File: src/rtl/qramp_pkg.sv
package qramp_pkg;
   localparam int unsigned DEF_OUT_W  = 24;
   localparam int unsigned DEF_COEF_W = 24;
   localparam int unsigned DEF_ACC_W  = 40;
   localparam int unsigned DEF_CNT_W  = 16;
   localparam int unsigned DEF_SH_W   = 4;

   typedef enum logic {
      MODE_QUAD = 1'b0,
      MODE_LIN  = 1'b1
   } ramp_mode_e;
endpackage

File: src/rtl/qramp_shadow.sv
module qramp_shadow #(
   parameter int unsigned OUT_W  = 24,
   parameter int unsigned COEF_W = 24,
   parameter int unsigned CNT_W  = 16,
   parameter int unsigned SH_W   = 4
) (
   input  logic              clk,
   input  logic              rst,
   input  logic              wr_valid,
   input  logic [OUT_W-1:0]  wr_start,
   input  logic [COEF_W-1:0] wr_d1,
   input  logic [COEF_W-1:0] wr_d2,
   input  logic [CNT_W-1:0]  wr_steps,
   input  logic [SH_W-1:0]   wr_shift,
   input  logic              wr_lin,
   input  logic              take,
   output logic              full,
   output logic [OUT_W-1:0]  hd_start,
   output logic [COEF_W-1:0] hd_d1,
   output logic [COEF_W-1:0] hd_d2,
   output logic [CNT_W-1:0]  hd_steps,
   output logic [SH_W-1:0]   hd_shift,
   output qramp_pkg::ramp_mode_e hd_mode
);
   always_ff @(posedge clk) begin
      if (rst) begin
         full     <= 1'b0;
         hd_start <= '0;
         hd_d1    <= '0;
         hd_d2    <= '0;
         hd_steps <= '0;
         hd_shift <= '0;
         hd_mode  <= qramp_pkg::MODE_QUAD;
      end else if (take) begin
         full <= 1'b0;
      end else if (wr_valid && !full) begin
         full     <= 1'b1;
         hd_start <= wr_start;
         hd_d1    <= wr_d1;
         hd_d2    <= wr_d2;
         hd_steps <= wr_steps;
         hd_shift <= wr_shift;
         hd_mode  <= wr_lin ? qramp_pkg::MODE_LIN : qramp_pkg::MODE_QUAD;
      end
   end
endmodule

File: src/rtl/qramp_seq.sv
module qramp_seq #(
   parameter int unsigned CNT_W = 16
) (
   input  logic             clk,
   input  logic             rst,
   input  logic             tick,
   input  logic             pend,
   input  logic [CNT_W-1:0] pend_steps,
   output logic             start_seg,
   output logic             advance,
   output logic             done,
   output logic             starved
);
   logic             running;
   logic [CNT_W-1:0] remain;
   logic             finished;

   assign finished  = !running || (remain == '0);
   assign start_seg = tick && pend && finished;
   assign advance   = tick && running && (remain != '0);

   always_ff @(posedge clk) begin
      if (rst) begin
         running <= 1'b0;
         remain  <= '0;
         done    <= 1'b0;
         starved <= 1'b0;
      end else begin
         done <= 1'b0;
         if (start_seg) begin
            running <= 1'b1;
            remain  <= pend_steps;
            done    <= (pend_steps == '0);
            starved <= 1'b0;
         end else if (advance) begin
            remain <= remain - CNT_W'(1);
            done   <= (remain == CNT_W'(1));
         end else if (tick && running) begin
            running <= 1'b0;
            starved <= 1'b1;
         end
      end
   end
endmodule

File: src/rtl/qramp_acc.sv
module qramp_acc #(
   parameter int unsigned OUT_W   = 24,
   parameter int unsigned COEF_W  = 24,
   parameter int unsigned ACC_W   = 40,
   parameter int unsigned SH_W    = 4,
   parameter bit          QUAD_EN = 1'b1
) (
   input  logic              clk,
   input  logic              rst,
   input  logic              start_seg,
   input  logic              advance,
   input  logic [OUT_W-1:0]  seg_start,
   input  logic [COEF_W-1:0] seg_d1,
   input  logic [COEF_W-1:0] seg_d2,
   input  logic [SH_W-1:0]   seg_shift,
   input  qramp_pkg::ramp_mode_e seg_mode,
   output logic [OUT_W-1:0]  value_hi
);
   localparam int unsigned FRAC_W = ACC_W - OUT_W;
   localparam int unsigned EXT_W  = ACC_W - COEF_W;

   logic [ACC_W-1:0] val_q, slope_q, curv_q;
   logic [ACC_W-1:0] start_ext, d1_ext, d2_ext;

   function automatic logic [ACC_W-1:0] sat_add(input logic [ACC_W-1:0] a,
                                                input logic [ACC_W-1:0] b);
      logic [ACC_W:0] s;
      s = {a[ACC_W-1], a} + {b[ACC_W-1], b};
      if (s[ACC_W] != s[ACC_W-1])
         sat_add = s[ACC_W] ? {1'b1, {(ACC_W-1){1'b0}}} : {1'b0, {(ACC_W-1){1'b1}}};
      else
         sat_add = s[ACC_W-1:0];
   endfunction

   assign start_ext = {seg_start, {FRAC_W{1'b0}}};
   assign d1_ext    = {{EXT_W{seg_d1[COEF_W-1]}}, seg_d1} << seg_shift;
   assign d2_ext    = {{EXT_W{seg_d2[COEF_W-1]}}, seg_d2} << seg_shift;

   always_ff @(posedge clk) begin
      if (rst) begin
         val_q   <= '0;
         slope_q <= '0;
      end else if (start_seg) begin
         val_q   <= start_ext;
         slope_q <= d1_ext;
      end else if (advance) begin
         val_q   <= sat_add(val_q, slope_q);
         slope_q <= sat_add(slope_q, curv_q);
      end
   end

   generate
      if (QUAD_EN) begin : g_quad
         always_ff @(posedge clk) begin
            if (rst)
               curv_q <= '0;
            else if (start_seg)
               curv_q <= (seg_mode == qramp_pkg::MODE_LIN) ? '0 : d2_ext;
         end
      end else begin : g_lin_only
         assign curv_q = '0;
      end
   endgenerate

   assign value_hi = val_q[ACC_W-1 -: OUT_W];
endmodule

File: src/rtl/qramp_gen.sv
module qramp_gen #(
   parameter int unsigned OUT_W   = qramp_pkg::DEF_OUT_W,
   parameter int unsigned COEF_W  = qramp_pkg::DEF_COEF_W,
   parameter int unsigned ACC_W   = qramp_pkg::DEF_ACC_W,
   parameter int unsigned CNT_W   = qramp_pkg::DEF_CNT_W,
   parameter int unsigned SH_W    = qramp_pkg::DEF_SH_W,
   parameter bit          QUAD_EN = 1'b1
) (
   input  logic              clk,
   input  logic              rst,
   input  logic              tick,
   input  logic              load_valid,
   output logic              load_ready,
   input  logic [OUT_W-1:0]  load_start,
   input  logic [COEF_W-1:0] load_d1,
   input  logic [COEF_W-1:0] load_d2,
   input  logic [CNT_W-1:0]  load_steps,
   input  logic [SH_W-1:0]   load_shift,
   input  logic              load_lin,
   output logic [OUT_W-1:0]  out_val,
   output logic              seg_done,
   output logic              underrun
);
   generate
      if (ACC_W <= OUT_W) begin : g_bad_acc
         $error("ACC_W must exceed OUT_W");
      end
      if (COEF_W > ACC_W) begin : g_bad_coef
         $error("COEF_W must not exceed ACC_W");
      end
      if (CNT_W < 1 || SH_W < 1) begin : g_bad_cnt
         $error("CNT_W and SH_W must be at least 1");
      end
   endgenerate

   logic              pend, start_seg, advance;
   logic [OUT_W-1:0]  h_start;
   logic [COEF_W-1:0] h_d1, h_d2;
   logic [CNT_W-1:0]  h_steps;
   logic [SH_W-1:0]   h_shift;
   qramp_pkg::ramp_mode_e h_mode;

   qramp_shadow #(.OUT_W(OUT_W), .COEF_W(COEF_W), .CNT_W(CNT_W), .SH_W(SH_W)) u_shadow (
      .clk(clk), .rst(rst),
      .wr_valid(load_valid), .wr_start(load_start), .wr_d1(load_d1), .wr_d2(load_d2),
      .wr_steps(load_steps), .wr_shift(load_shift), .wr_lin(load_lin),
      .take(start_seg), .full(pend),
      .hd_start(h_start), .hd_d1(h_d1), .hd_d2(h_d2), .hd_steps(h_steps),
      .hd_shift(h_shift), .hd_mode(h_mode)
   );

   qramp_seq #(.CNT_W(CNT_W)) u_seq (
      .clk(clk), .rst(rst), .tick(tick), .pend(pend), .pend_steps(h_steps),
      .start_seg(start_seg), .advance(advance), .done(seg_done), .starved(underrun)
   );

   qramp_acc #(.OUT_W(OUT_W), .COEF_W(COEF_W), .ACC_W(ACC_W), .SH_W(SH_W),
               .QUAD_EN(QUAD_EN)) u_acc (
      .clk(clk), .rst(rst), .start_seg(start_seg), .advance(advance),
      .seg_start(h_start), .seg_d1(h_d1), .seg_d2(h_d2), .seg_shift(h_shift),
      .seg_mode(h_mode), .value_hi(out_val)
   );

   assign load_ready = !pend;
endmodule

File: config.mk
export PLATFORM = sky130hd
export DESIGN_NAME = qramp_gen
export DESIGN_NICKNAME = d
export VERILOG_FILES = /design/src/rtl/qramp_pkg.sv /design/src/rtl/qramp_shadow.sv /design/src/rtl/qramp_seq.sv /design/src/rtl/qramp_acc.sv /design/src/rtl/qramp_gen.sv
export SDC_FILE = /design/constraint.sdc
export NUM_CORES = 1
export LEC_CHECK = 0
export BUFFER_PORTS_ARGS = -buffer_cell sky130_fd_sc_hd__buf_4
export CORE_MARGIN = 1.5
export CORE_UTILIZATION = 50
export DETAILED_ROUTE_END_ITERATION = 12
export GPL_ROUTABILITY_DRIVEN = 1
export PLACE_DENSITY = 0.74
export SLEW_MARGIN = 20
export SYNTH_ARGS = -nofsm -noshare
export SYNTH_HDL_FRONTEND = slang
export SYNTH_SLANG_ARGS = --single-unit
File: constraint.sdc
create_clock -name clk -period 2.79 [get_ports clk]
set_input_delay 0.6975 -clock clk [delete_from_list [all_inputs] [get_ports clk]]
set_output_delay 0.6975 -clock clk [all_outputs]
set_load 0.05 [all_outputs]
==> flow_metrics.py, run 1 <==
metrics = {
    "run": {
        "maxCapViolations": 0,
    },
    "global_route": {
        "grt_pass1_vias": 16370,
        "antenna_found_initial": 0,
        "grt_max_degree": 95,
        "grt_pass1_wl_um": 86330,
        "met1_usage": 0.4193,
        "grt_util_met2": 0.5502,
        "grt-ovfl-total": 0,
        "grtUsageMet3": 0.03495,
        "busiest_layer": "met2",
        "grt_util_all_layers": 0.3233,
    },
    "worst_setup_path": {
        "startpoint": "u_acc.slope_q[13]$_SDFFE_PP0P_",
        "cp-end-kind": "register",
        "criticalPathCategory": "register to register",
        "required_ns": 3.27,
        "arrival_ns": 3.69,
        "path_max_fanout": 8,
        "r2r-start": "u_acc.slope_q[13]$_SDFFE_PP0P_",
        "r2r_cells": 13,
        "worst_r2r_endpoint": "u_acc.val_q[8]$_SDFFE_PP0P_",
        "cp-start-kind": "register",
        "reg2reg_slack_ns": -0.42,
        "cp-endpoint": "u_acc.val_q[8]$_SDFFE_PP0P_",
    },
    "sta": {
        "grt_setup_unrepaired": "yes",
        "setup_viol_count_final": 80,
        "slew_violations": 0,
        "final.setup_skew_ns": 0.02858,
        "min_period_ns": 3.210,
        "period_share": 1.150,
        "tns_ns": -18.07,
        "slew_headroom": 0.4886,
        "fmax_mhz": 311.6,
        "worst_pin_slew_ns": 0.7643,
        "hold_viol": 0,
        "worst_slack_ns": -0.4196,
    },
    "logic_synthesis": {
        "async_reset_ff_frac": 0,
        "ys_seq_elements": 232,
        "syn_inst": 2122,
        "syn_nets": 2303,
        "synth_edf_count": 0,
        "syn_avg_cell_area_um2": 7.624,
        "ys_seq_area_frac": 0.2871,
        "synthFlopType": "dfxtp_1",
        "yosysUniqueCellTypes": 88,
        "yosys_warnings": 0,
        "netlist_area_mm2": 0.01618,
    },
    "drt": {
        "drc": 0,
        "drt_iter0_markers": 1612,
        "wirelength_um": 57430,
        "vias": 17390,
        "vias_per_cell": 6.070,
        "wl_per_cell_um": 20.05,
        "first_pass_iters": 8,
        "ant_nets": 0,
    },
    "power_and_ir_drop": {
        "p_int_mw": 6.385,
        "comb_power_share": 0.193,
        "power_leakage_nw": 8.917,
        "clockPowerShare": 0.405,
        "switching_power_mw": 2.640,
        "report.power.total_mw": 9.025,
        "power_density_mw_per_mm2": 417.0,
        "seqPwrFrac": 0.401,
        "p_sw_frac": 0.2925,
        "ir_drop_mv": 0.4853,
    },
    "clock_tree": {
        "clock_latency_ns": 0.57,
        "htree_levels": 1,
        "root_buffer": "clkbuf_16",
        "cts_buffer_depth": 3,
        "cts_hold_buf": 0,
        "cts_tree": "yes",
        "clk_pin_slew_ns": 0.07,
        "cts_made_buffers": 26,
        "cts_sinks": 232,
    },
    "final_layout": {
        "drive_gt1_frac": 0.3054,
        "synthToLayoutAreaGrowth_pct": 33.78,
        "final_common_cell": "buf_4",
        "final_cell_area_mm2": 0.02164,
        "antenna_cells": 0,
        "utilization": 0.6824,
        "nets": 2625,
        "layout_common_cells": "buf_4 (434), nand2_1 (375), a21oi_1 (277)",
    },
    "placed_design": {
        "gp_congestion": 1.010,
        "placed_cell_area_mm2": 0.01935,
        "hpwl_um": 41910,
        "portBuffers": 123,
    },
    "die": {
        "rows": 65,
        "start_util": 0.5101,
        "design.die.area_mm2": 0.03344,
        "ios": 124,
        "core_mm2": 0.03172,
        "die_y_um": 182.9,
        "die_w_um": 182.9,
    },
    "run_status": {
        "outcome": "complete, but fails checks",
        "violations": "setup timing",
    },
    "hold_path": {
        "hp-class": "input pin to register",
        "min_path_cells": 3,
    },
}
==> routing by layer <==
| layer | share of wire | routed length (um) |
|---|---|---|
| met5 | 0 | 0 |
| met4 | 0.044 | 2526 |
| met3 | 0.063 | 3632 |
| met2 | 0.47 | 27080 |
| met1 | 0.42 | 24190 |
==> cell type report <==
cell class	count	area, um2
multi-input combinational	1677	11480
timing repair buffer	473	3920
sequential	232	4695
fill	2621	10070
clock inverter	15	207.7
tap	402	503.0
inverter	34	130.1
clock buffer	31	709.4
==> flip-flops by register name, indices dropped and copies added, names as in the netlist <==
signal and flops:
u_acc.curv_q 39, u_shadow.hd_mode 1, u_seq.remain 16, u_shadow.hd_d2 24, u_acc.slope_q 40, u_shadow.hd_start 24, u_shadow.hd_steps 16, u_seq.starved 1
u_acc.val_q 40, u_seq.running 1, u_shadow.full 1, u_shadow.hd_shift 4, u_seq.done 1, u_shadow.hd_d1 24
==> synthesized netlist by cell type (all sizes together) (28+ instances only) <==
cell type / count / share of area
clkbuf: 115 / 0.028
o211ai: 32 / 0.015
nand2: 381 / 0.088
o21ai: 156 / 0.048
buf: 66 / 0.027
inv: 34 / 0.0079
mux2i: 57 / 0.035
xor2: 36 / 0.019
a31oi: 41 / 0.016
dfxtp: 232 / 0.29
a211oi: 28 / 0.013
ha: 82 / 0.063
a21oi: 310 / 0.10
nor2: 124 / 0.029
xnor2: 34 / 0.020
a21o: 47 / 0.022
nor3: 28 / 0.0096
a22oi: 39 / 0.018
==> how the worst min path moves through the flow <==
stage	start	end	slack, ns
2_1_floorplan	u_acc.curv_q[10]$_SDFFE_PP0P_	u_acc.curv_q[10]$_SDFFE_PP0P_	0.43
3_3_place_gp	u_shadow.hd_start[3]$_SDFFE_PP0P_	u_shadow.hd_start[3]$_SDFFE_PP0P_	0.44
3_5_place_dp	u_acc.curv_q[35]$_SDFFE_PP0P_	u_acc.curv_q[35]$_SDFFE_PP0P_	0.45
4_1_cts	load_steps[6]	u_shadow.hd_steps[6]$_SDFFE_PP0P_	0.36
5_1_grt	load_d1[20]	u_shadow.hd_d1[20]$_SDFFE_PP0P_	0.37
6_report	load_steps[6]	u_shadow.hd_steps[6]$_SDFFE_PP0P_	0.37
==> critical path, cell delays in order, from the launching register on <==
cell	delay, ns
dfxtp_1	0.34
ha_1	0.35
buf_4	0.18
and4_1	0.21
o2111ai_2	0.13
a31oi_1	0.25
buf_4	0.19
nor3_4	0.05
o31ai_4	0.33
a21oi_1	0.13
a31o_2	0.33
clkbuf_16	0.19
maj3_2	0.33
a21oi_2	0.13
==> power groups by stage <==
| stage | combinational, mW | clock, mW | sequential, mW |
|---|---|---|---|
| after floorplan | 1.03 | 0 | 3.61 |
| after global placement | 1.60 | 0 | 3.67 |
| after detailed placement | 1.63 | 0 | 3.68 |
| after CTS | 1.65 | 3.69 | 3.61 |
| after global routing | 1.88 | 3.84 | 3.63 |
| final | 1.75 | 3.66 | 3.62 |
==> through the flow <==
stage | hold slack [ns] | worst slack, ns | cells
6_report | 0.3731 | -0.4196 | 2864
5_1_grt | 0.3686 | -0.4677 | 2864
4_1_cts | 0.3634 | -0.3200 | 2833
3_5_place_dp | 0.4464 | -0.4684 | 2776
3_3_place_gp | 0.4436 | -0.3774 | 2776
2_1_floorplan | 0.4309 | -0.02985 | 2122
==> cells by family after synthesis <==
family,count (synthesis),share of synthesized area
DFF,232,0.2871
buffers and inverters,215,0.06342
xor gates and xnor gates,70,0.03906
adders and majority gates,103,0.07842
muxes,83,0.06241
AOI/OAI and AO/OA,765,0.2941
and+or+nand+nor,654,0.1755
==> what timing repair did <==
item / CTS / global route
endpoints found under the setup margin: 80 / 84
resized for setup: 62 / 166
pin swaps: 61 / 99
setup buffers: 9 / 28
endpoints found under the hold margin: 0 / 0
cloned: 3 / 5
Note: power is estimated with default switching activity, not from simulation.
==> run 2, diff against run 1 <==
--- a/config.mk
+++ b/config.mk
@@ -5,12 +5,12 @@
 export SDC_FILE = /design/constraint.sdc
 export NUM_CORES = 1
 export LEC_CHECK = 0
-export BUFFER_PORTS_ARGS = -buffer_cell sky130_fd_sc_hd__buf_4
 export CORE_MARGIN = 1.5
 export CORE_UTILIZATION = 50
 export DETAILED_ROUTE_END_ITERATION = 12
+export DONT_BUFFER_PORTS = 1
 export GPL_ROUTABILITY_DRIVEN = 1
-export PLACE_DENSITY = 0.74
+export PLACE_DENSITY = 0.71
 export SLEW_MARGIN = 20
 export SYNTH_ARGS = -nofsm -noshare
 export SYNTH_HDL_FRONTEND = slang
==> flow_metrics.py, run 2 (synthesis results as in run 1) <==
metrics = {
    "run_status": {
        "outcome": "complete, but fails checks",
        "violations": "setup timing",
    },
    "final_layout": {
        "drive_gt1_frac": 0.2918,
        "reg_top3": "u_acc.slope_q (40), u_acc.val_q (40), u_acc.curv_q (39)",
        "nets": 2517,
        "final_cells": 2756,
        "final_common_cell": "nand2_1",
        "layout_common_cells": "nand2_1 (359), buf_4 (322), a21oi_1 (271)",
        "synthToLayoutAreaGrowth_pct": 30.63,
        "antenna_cells": 0,
    },
    "global_route": {
        "busiest_layer": "met2",
        "grt-ovfl-total": 0,
        "grt_pass1_vias": 16040,
        "grt_util_met2": 0.5573,
        "grt_pass1_wl_um": 85800,
        "grtUsageMet3": 0.03435,
        "grt_max_degree": 180,
        "grt_util_all_layers": 0.3222,
        "met1_usage": 0.4097,
        "antenna_found_initial": 0,
    },
    "clock_tree": {
        "clk_pin_slew_ns": 0.06,
        "cts_sinks": 232,
        "cts_tree": "yes",
        "clock_latency_ns": 0.58,
        "cts_buffer_depth": 3,
        "htree_levels": 1,
        "cts_made_buffers": 27,
        "root_buffer": "clkbuf_16",
        "cts_hold_buf": 0,
    },
    "power_and_ir_drop": {
        "seqPwrFrac": 0.404,
        "switching_power_mw": 2.617,
        "p_int_mw": 6.349,
        "clockPowerShare": 0.418,
        "ir_drop_mv": 0.5813,
        "p_sw_frac": 0.2919,
        "power_leakage_nw": 8.498,
        "comb_power_share": 0.178,
        "power_density_mw_per_mm2": 424.3,
    },
    "sta": {
        "worst_pin_slew_ns": 0.9938,
        "worst_slack_ns": -0.2420,
        "min_period_ns": 3.032,
        "hold_viol": 0,
        "fmax_mhz": 329.8,
        "slew_violations": 0,
        "slew_headroom": 0.3375,
        "period_share": 1.087,
        "final.setup_skew_ns": 0.01769,
        "tns_ns": -10.81,
        "grt_setup_unrepaired": "yes",
        "setup_viol_count_final": 78,
        "holdWs_ns": 0.2106,
    },
    "placed_design": {
        "hpwl_um": 41260,
        "pre_cts_slack_ns": -0.4524,
        "portBuffers": 0,
        "gp_congestion": 1.020,
        "place_inst": 2672,
    },
    "worst_setup_path": {
        "required_ns": 3.28,
        "arrival_ns": 3.52,
        "cp-start-kind": "register",
        "r2r-start": "u_acc.slope_q[1]$_SDFFE_PP0P_",
        "worst_r2r_endpoint": "u_acc.val_q[26]$_SDFFE_PP0P_",
        "path_max_fanout": 10,
        "r2r_cells": 13,
        "reg2reg_slack_ns": -0.24,
        "cp-end-kind": "register",
        "criticalPathCategory": "register to register",
    },
    "drt": {
        "wl_per_cell_um": 20.69,
        "drt_iter0_markers": 1460,
        "vias_per_cell": 6.156,
        "vias": 16970,
        "drc": 0,
        "first_pass_iters": 6,
        "wirelength_um": 57030,
        "ant_nets": 0,
    },
    "die": {
        "rows": 65,
        "die_y_um": 182.9,
        "design.die.area_mm2": 0.03344,
        "start_util": 0.5101,
        "die_w_um": 182.9,
        "ios": 124,
        "core_mm2": 0.03172,
    },
    "hold_path": {
        "hp-class": "input pin to register",
        "holdCritStartpoint": "rst",
        "min_path_cells": 1,
        "hold-path-endpoint": "u_shadow.hd_steps[4]$_SDFFE_PP0P_",
    },
    "run": {
        "maxCapViolations": 0,
    },
}
[run 2: stage by stage]
step,instance area [um2],util,power (mW)
after floorplan,16270,-,4.645
after global placement,18530,0.5843,5.123
after detailed placement,18530,0.5843,5.155
after CTS,20000,0.6307,8.909
after global routing,21130,0.6663,9.289
final,21130,0.6663,8.966
[run 2: power by group through the flow]
| stage | registers [mW] | logic, mW | clock network (mW) |
|---|---|---|---|
| after floorplan | 3.61 | 1.03 | 0 |
| after global placement | 3.68 | 1.45 | 0 |
| after detailed placement | 3.68 | 1.47 | 0 |
| after CTS | 3.62 | 1.50 | 3.79 |
| after global routing | 3.64 | 1.72 | 3.93 |
| final | 3.62 | 1.60 | 3.75 |
[run 2: final cells by class]
cell class              instances  area (um2)
multi-input cells            1675       11790
fillers                      2711       10590
flip-flops and latches        232        4706
repair buffers                366        3072
clock buffers                  33       738.2
well taps                     402       503.0
clock inverters                14       193.9
inverters                      34       135.1
[run 2: timing repair]
item	CTS	global route
setup endpoints to repair	80	83
resized for setup	93	216
cloned	3	2
setup buffers	15	24
hold endpoints to repair	0	0
pin swaps	20	111
[run 2: how the worst max path moves through the flow]
stage                                              end  slack, ns                            from
after global placement    u_acc.val_q[22]$_SDFFE_PP0P_      -0.44  u_acc.slope_q[31]$_SDFFE_PP0P_
after CTS                 u_acc.val_q[31]$_SDFFE_PP0P_      -0.22   u_acc.slope_q[2]$_SDFFE_PP0P_
final                     u_acc.val_q[26]$_SDFFE_PP0P_      -0.24   u_acc.slope_q[1]$_SDFFE_PP0P_
after detailed placement  u_acc.val_q[22]$_SDFFE_PP0P_      -0.45    u_acc.val_q[27]$_SDFFE_PP0P_
after global routing      u_acc.val_q[22]$_SDFFE_PP0P_      -0.39   u_acc.slope_q[6]$_SDFFE_PP0P_
after floorplan           u_acc.val_q[10]$_SDFFE_PP0P_      -0.03   u_acc.slope_q[0]$_SDFFE_PP0P_
[run 2: per-layer routing]
metal	wire, um	vias up	part of all wire
met5	0	-	0
met4	2691	0	0.047
met3	3187	139	0.056
met2	27290	597	0.48
met1	23860	8096	0.42
li1	-	8134	-
[run 2: worst max-delay path, stage by stage, from the launching register on]
cell and delay [ns]:
dfxtp_4 0.36, buf_6 0.12, ha_4 0.24, a211oi_4 0.21
nor3_2 0.09, a2111oi_4 0.44, o41a_4 0.23, o31ai_4 0.11
buf_4 0.16, a21o_4 0.22, xnor2_4 0.29, buf_6 0.22
o211ai_1 0.11, a21oi_1 0.15
